### src/rtl/ltmr_pkg.sv
package ltmr_pkg;

    localparam int DIV_CODE_W = 4;
    localparam int SHIFT_W    = 3;
    localparam int PRESCALE_W = (1 << SHIFT_W) - 1;

    typedef logic [SHIFT_W-1:0]    shift_t;
    typedef logic [DIV_CODE_W-1:0] div_code_t;

    typedef enum logic {
        MODE_ONESHOT  = 1'b0,
        MODE_PERIODIC = 1'b1
    } tmode_e;

    // Bits 3,1,0 form a 3-bit selector; adding one wraps so 3'b111 -> shift 0.
    function automatic shift_t code_to_shift(input div_code_t code);
        shift_t sel;
        sel = {code[3], code[1:0]};
        return shift_t'(sel + shift_t'(1));
    endfunction

endpackage

### src/rtl/ltmr_prescale.sv
module ltmr_prescale
    import ltmr_pkg::*;
(
    input  logic      clk,
    input  logic      rst_n,
    input  logic      div_wr,
    input  div_code_t div_code,
    input  logic      restart,
    input  logic      bus_tick,
    output logic      step_o
);

    typedef struct packed {
        shift_t                shift;
        logic [PRESCALE_W-1:0] phase;
    } pre_state_t;

    pre_state_t st_d, st_q;
    logic [PRESCALE_W-1:0] limit;
    logic                  at_limit;

    always_comb begin
        limit    = {PRESCALE_W{1'b1}} >> (shift_t'(PRESCALE_W) - st_q.shift);
        at_limit = (st_q.phase == limit);
        step_o   = bus_tick && at_limit && !restart && !div_wr;

        st_d = st_q;
        if (div_wr) begin
            st_d.shift = code_to_shift(div_code);
        end
        if (restart || div_wr) begin
            st_d.phase = '0;
        end else if (bus_tick) begin
            st_d.phase = at_limit ? '0 : st_q.phase + 1'b1;
        end
    end

    always_ff @(posedge clk or negedge rst_n) begin
        if (!rst_n) begin
            st_q.shift <= code_to_shift('0);
            st_q.phase <= '0;
        end else begin
            st_q <= st_d;
        end
    end

endmodule

### src/rtl/ltmr_down.sv
module ltmr_down
    import ltmr_pkg::*;
#(
    parameter int CNT_W = 32
) (
    input  logic             clk,
    input  logic             rst_n,
    input  logic             load,
    input  logic [CNT_W-1:0] load_val,
    input  logic             step,
    input  tmode_e           mode,
    output logic [CNT_W-1:0] count_o,
    output logic             expire_o
);

    localparam logic [CNT_W-1:0] ONE = CNT_W'(1);

    typedef struct packed {
        logic [CNT_W-1:0] count;
        logic [CNT_W-1:0] reload;
    } down_state_t;

    down_state_t st_d, st_q;

    always_comb begin
        expire_o = step && !load && (st_q.count == ONE);

        st_d = st_q;
        if (load) begin
            st_d.count  = load_val;
            st_d.reload = load_val;
        end else if (step && (st_q.count != '0)) begin
            if (st_q.count == ONE) begin
                st_d.count = (mode == MODE_PERIODIC) ? st_q.reload : '0;
            end else begin
                st_d.count = st_q.count - ONE;
            end
        end
    end

    always_ff @(posedge clk or negedge rst_n) begin
        if (!rst_n) begin
            st_q <= '0;
        end else begin
            st_q <= st_d;
        end
    end

    assign count_o = st_q.count;

endmodule

### src/rtl/ltmr_pend.sv
module ltmr_pend #(
    parameter int PEND_W = 4
) (
    input  logic              clk,
    input  logic              rst_n,
    input  logic              clear,
    input  logic              expire,
    input  logic              ack,
    input  logic              masked,
    input  logic              enable,
    output logic [PEND_W-1:0] pend_o,
    output logic              irq_o
);

    localparam logic [PEND_W:0] PEND_MAX = {1'b0, {PEND_W{1'b1}}};

    typedef struct packed {
        logic [PEND_W-1:0] pend;
    } pend_state_t;

    pend_state_t     st_d, st_q;
    logic            consume;
    logic [PEND_W:0] sum;

    always_comb begin
        irq_o   = enable && !masked && (st_q.pend != '0);
        consume = irq_o && ack;
        sum     = {1'b0, st_q.pend} + {{PEND_W{1'b0}}, expire}
                - {{PEND_W{1'b0}}, consume};

        st_d = st_q;
        if (clear) begin
            st_d.pend = '0;
        end else if (sum > PEND_MAX) begin
            st_d.pend = PEND_MAX[PEND_W-1:0];
        end else begin
            st_d.pend = sum[PEND_W-1:0];
        end
    end

    always_ff @(posedge clk or negedge rst_n) begin
        if (!rst_n) begin
            st_q <= '0;
        end else begin
            st_q <= st_d;
        end
    end

    assign pend_o = st_q.pend;

endmodule

### src/rtl/ltmr_top.sv
module ltmr_top
    import ltmr_pkg::*;
#(
    parameter int CNT_W  = 32,
    parameter int PEND_W = 4
) (
    input  logic              clk,
    input  logic              rst_n,
    input  logic              bus_tick,
    input  logic              div_wr,
    input  logic [3:0]        div_code,
    input  logic              init_wr,
    input  logic [CNT_W-1:0]  init_count,
    input  logic              periodic,
    input  logic              masked,
    input  logic              sw_enable,
    input  logic              inj_ack,
    output logic [CNT_W-1:0]  cur_count,
    output logic [PEND_W-1:0] pend_count,
    output logic              irq
);

    logic   step_w;
    logic   expire_w;
    logic   pend_clear;
    tmode_e mode_w;

    assign mode_w     = tmode_e'(periodic);
    assign pend_clear = init_wr || !sw_enable;

    ltmr_prescale u_pre (
        .clk      (clk),
        .rst_n    (rst_n),
        .div_wr   (div_wr),
        .div_code (div_code),
        .restart  (init_wr),
        .bus_tick (bus_tick),
        .step_o   (step_w)
    );

    ltmr_down #(.CNT_W(CNT_W)) u_down (
        .clk      (clk),
        .rst_n    (rst_n),
        .load     (init_wr),
        .load_val (init_count),
        .step     (step_w),
        .mode     (mode_w),
        .count_o  (cur_count),
        .expire_o (expire_w)
    );

    ltmr_pend #(.PEND_W(PEND_W)) u_pend (
        .clk    (clk),
        .rst_n  (rst_n),
        .clear  (pend_clear),
        .expire (expire_w),
        .ack    (inj_ack),
        .masked (masked),
        .enable (sw_enable),
        .pend_o (pend_count),
        .irq_o  (irq)
    );

endmodule

### config.mk
export PLATFORM = sky130hd
export DESIGN_NAME = ltmr_top
export DESIGN_NICKNAME = d
export VERILOG_FILES = /design/src/rtl/ltmr_pkg.sv /design/src/rtl/ltmr_prescale.sv /design/src/rtl/ltmr_down.sv /design/src/rtl/ltmr_pend.sv /design/src/rtl/ltmr_top.sv
export SDC_FILE = /design/constraint.sdc
export NUM_CORES = 1
export LEC_CHECK = 0
export BUFFER_PORTS_ARGS = -buffer_cell sky130_fd_sc_hd__buf_2
export CORE_ASPECT_RATIO = 1.25
export CORE_UTILIZATION = 45
export CTS_CLUSTER_DIAMETER = 40
export CTS_CLUSTER_SIZE = 30
export DETAILED_ROUTE_END_ITERATION = 6
export PLACE_DENSITY = 0.66
export SETUP_SLACK_MARGIN = 0.3
export SYNTH_ARGS = -nofsm -noshare
export SYNTH_HDL_FRONTEND = slang
export SYNTH_SLANG_ARGS = --single-unit
### constraint.sdc
create_clock -name clk -period 6 [get_ports clk]
set_clock_uncertainty 0.1 [all_clocks]
set_input_delay 1.2 -clock clk [delete_from_list [all_inputs] [get_ports clk]]
set_output_delay 1.2 -clock clk [all_outputs]
set_load 0.1 [all_outputs]
-- Word-level counts from Yosys, hierarchy flattened
Cells that the tools add are included.
- register bits: 78
- logic and storage cells: 43
- output and inout bits: 37
- muxes and demuxes: 9
- equal/unequal tests: 2
- reductions and logical operators: 19
- add/subtract/negate cells: 6
- shift operators: 1
- $lt $le $gt $ge: 1
- operator list (operator ; number):
    32-bit 2-to-1 mux ; 4
    32-bit by 1-bit == test with 1-bit output, second input constant ; 1
    32-bit nonzero test ; 1
    32-bit by 1-bit subtractor with 32-bit output, second input constant ; 1
    7-bit 2-to-1 mux ; 3
    1-bit logical AND ; 9
    4-bit 2-to-1 mux ; 2
    7-bit by 1-bit adder with 7-bit output, second input constant ; 1
    7-bit == test ; 1
    7-bit by 3-bit >> shifter with 7-bit output, first input constant ; 1
    4-bit by 1-bit adder with 5-bit output ; 1
    5-bit by 4-bit > comparator with 1-bit output, second input constant ; 1
    5-bit by 1-bit subtractor with 5-bit output ; 1
    1-bit zero test ; 4
    2-bit nonzero test ; 2
    4-bit nonzero test ; 1
    3-bit by 1-bit adder with 3-bit output, second input constant ; 1
    3-bit subtractor, first input constant ; 1
    1-bit logical OR ; 2

-- Depth between registers and ports, before layout
- word-level depth: 13
- gate-level depth with buffers: 17

-- Hierarchy
Synthesis repeated with hierarchy kept, for this count alone.
- cells, all modules: 565
- area, all modules: 5032.3 sq um
- by module, submodules not included (module ; area each (sq um) ; times used ; cells an instance):
    ltmr_down ; 3920.0 ; 1 ; 443
    ltmr_prescale ; 709.4 ; 1 ; 76
    ltmr_pend ; 396.6 ; 1 ; 45
    ltmr_top ; 6.3 ; 1 ; 1

-- Least setup slack after synthesis
Ideal clock, no wire load.
- path kind: flip-flop to flip-flop
- start: register u_pend.st_q, in the netlist u_pend.pend_o[2]
- end: register u_pend.st_q, in the netlist u_pend.pend_o[0]
- data required time: 5.768 ns
- stages on the path, launching flop included: 16
- setup slack: 0.324 ns
- buffers on the path: 0
- period minus slack after synthesis: 5.676 ns
- arrival time: 5.443 ns
- path through: dfrtp_1 > inv_1 > ha_1 > a311oi_1 > and2_1 > ha_1 > inv_1 > ha_1 > inv_1 > fa_1 > inv_1 > a21oi_1 > nor2_1 > nor2_1 > xnor2_1 > a21oi_1
- RTL lines (element ; RTL line ; RTL):
    from (decl) ; ltmr_pend.sv:21 ; pend_state_t st_d, st_q;
    from (signal assigned) ; ltmr_pend.sv:45 ; st_q <= st_d;

==> qor.yml <==
outcome: "finished, final reports clean"
timing.critical_path.cells: "buf_2 -> nor3b_1 -> o211ai_1 -> a311oi_1 -> nand2_1 -> nor2_1 -> ha_1 -> inv_1 -> fa_1 -> inv_1 -> a21oi_1 -> nor2_1 -> nor2_1 -> xnor2_1 -> a21oi_1"
worstReg2RegEnd: "u_pend.pend_o[1]"
critical-path-top-cell-by-count: "sky130_fd_sc_hd__nor2_1"
p_leak_uw: 0.00244
top_level_ports: 82
multi_input_comb_area_um2: 2590
finish.net_count: 639
setup_viol_count_final: 0
cts_resized: 0
drv_cap: 0
timing.critical_path.from: "div_wr"
timing.critical_path.to_type: "flop"
worst_slew_margin_rel: 0.248
synth-seq-cells: 78
synth-adder-area-share: 0.0288
die_span_in_x_um: 96.7
wirelength_mm: 13.0
timing.critical_path.to: "u_pend.pend_o[1]"
synth_top_family_by_area: "compound AO/OA/AOI/OAI gates"
placed_cells: 704
area_growth_pct: 10.4
timing.critical_path.slowest_cell_delay_ps: 600
yosys.area_share.simple: 0.185
worst_path_dominant_cell_family: "simple AND/OR/NAND/NOR gates"
post-layout-total-power_uw: 1790
grt_util_all_layers: 0.234
die-area_um2: 11600
post_cts.repair.setup_buffers: 0
dominantRegCellSynth: "sky130_fd_sc_hd__dfrtp_1"
critical_path.n_buffers_inverters: 3
placementRows: 42
syn_inst: 549
tritoncts.num_buffers: 9
core_area_um2: 10700
antenna_violating_nets_post_route: 0
synth-seq-area-share: 0.388
worst-r2r-setup-slack_ps: 2070
grt_first_pass_wirelength_mm: 21.9
clock_latency_ps: 350
die_height_um: 120
worstSetupPathType: "in -> reg"
fin_crit_sh: 0.744
vdd_ir_max_mv: 0.159
post_dp_cell_area_um2: 5250
drc_errors: 0
rsz0062_at_grt: "no"
worst_flop_to_flop_path_startpoint: "u_pre.st_q[7]"
ys.warnings.count: 0
most_common_cell_after_layout_fill_and_taps_aside: "sky130_fd_sc_hd__buf_2"
clock_sinks: 78
critPathArrivalTime_ps: 4580
grt_max_degree: 86
ff_latch_area_um2: 1950
async_set_reset_flop_share_out_of_synthesis: 1.00
crit_fanout: 9
hpwl_mm: 8.71
syn_nets: 605
data_required_time_at_the_worst_endpoint_ps: 6110
grt.overflow.total: 0
number_of_library_cell_types_mapped_by_synthesis: 69
synthMuxAreaShare: 0.0593
fin_cells: 720
synth.cell_area_um2: 5040
root_buffer: "sky130_fd_sc_hd__clkbuf_16"
via_count_of_the_first_global_routing_pass: 4357
clkTransAtPathRegs_ps: 70
synth_area_per_cell_um2: 9.18
powerDensity_nw_per_um2: 322
layout.filler_cells: 1012
antenna_found_initial: 0
area_fraction_in_compound_gates_after_synthesis: 0.230
final-hold-violation-count: 0
worstHoldPathType: "reg -> reg"
n_antenna_cell: 0
final-max-slew-violation-count: 0
synth_enable_flop_cells: 0
drt_iter0_markers: 152
io_buffer_count: 80
worst-slew-pin-transition_ps: 1120
finalCriticalPeriod_ps: 4460
crit_path_top_delay_cell: "sky130_fd_sc_hd__a311oi_1"
ctsLongestPathBuffers: 2
clock_tree.htree_level_count: 3
finalWeightedCongestion: 0.814
finish.instance_area_um2: 5560
xor_and_xnor_area_share_after_synthesis: 0.0104
ctsHoldBuffers: 0
start_kind: "input pin"
drive_above_1_share: 0.235
fmax_ghz: 0.224
totalNegativeSetupSlack_ps: 0
cts_tree: "done"
reg2regPathDepth: 14
layout.cells.most_common_list: "79 x sky130_fd_sc_hd__buf_2, 77 x sky130_fd_sc_hd__dfrtp_1, 39 x sky130_fd_sc_hd__nand2_1"
start_util: 0.470
drt_first_pass_iters: 5
detail_route.vias_per_cell: 6.01
avgRoutedWirePerCell_um: 18.1
detailroute.via_count: 4326
cp.depth: 15
## synthesized netlist by cell type (11+ instances only)
library cell / instances / share of area
sky130_fd_sc_hd__clkbuf_1: 12 / 0.0089
sky130_fd_sc_hd__a21oi_1: 30 / 0.030
sky130_fd_sc_hd__a31oi_1: 13 / 0.016
sky130_fd_sc_hd__inv_1: 28 / 0.021
sky130_fd_sc_hd__nand3_1: 11 / 0.011
sky130_fd_sc_hd__mux2_2: 23 / 0.051
sky130_fd_sc_hd__dfrtp_1: 77 / 0.38
sky130_fd_sc_hd__nor2_1: 34 / 0.025
sky130_fd_sc_hd__nand2_1: 39 / 0.029
sky130_fd_sc_hd__buf_4: 33 / 0.049
sky130_fd_sc_hd__nor3_1: 12 / 0.012
sky130_fd_sc_hd__o21ai_0: 33 / 0.033
## how the worst min path moves through the flow
stage | endpoint | from | cells past startpoint
final | u_down.st_q[22] | u_down.st_q[22] | 1
after global routing | u_down.st_q[22] | u_down.st_q[22] | 1
after CTS | u_down.st_q[22] | u_down.st_q[22] | 1
after detailed placement | u_down.st_q[22] | u_down.st_q[22] | 1
after global placement | u_down.st_q[22] | u_down.st_q[22] | 1
after floorplan | u_down.st_q[22] | u_down.st_q[22] | 1
## registers in the layout (all words and copies together), names as in the netlist
signal          cells
u_pre.st_q         10
u_down.count_o     32
u_down.st_q        32
u_pend.pend_o       4
## per-layer routing
metal  track usage  vias to the layer above  share of wire
met2         0.395                      127           0.50
li1              -                     2080              -
met4         0.106                        0          0.026
met1         0.290                     2092           0.43
met5             0                        -              0
met3        0.0434                       27          0.046
## report_power, final
group          internal (uW)  switching, uW
Clock                    344            227
Sequential               582           60.0
Combinational            154            424
## cell families (layout without fill, tap and decap cells)
group / after synthesis / in the layout
buf+inv: 90 / 129
flops: 78 / 78
compound gates: 169 / 169
fa+ha+maj: 11 / 11
mux: 27 / 27
xor+xnor: 6 / 6
simple gates: 168 / 168
## area by class of cell
class                           count  share of cell area
Multi-Input combinational cell    381               0.465
Sequential cell                    78               0.351
Timing Repair Buffer               85              0.0792
Clock buffer                       11              0.0454
Tap cell                          132              0.0297
Inverter                           28              0.0189
Clock inverter                      5              0.0103
## metrics by stage
stage / util / hold slack [ps] / setup WS, ps
after floorplan: - / 353 / 324
after global placement: 0.490 / 360 / 1480
after detailed placement: 0.490 / 369 / 1420
after CTS: 0.519 / 385 / 1660
after global routing: 0.519 / 393 / 1270
final: 0.519 / 383 / 1540
Power figures use the tool's default switching activity.
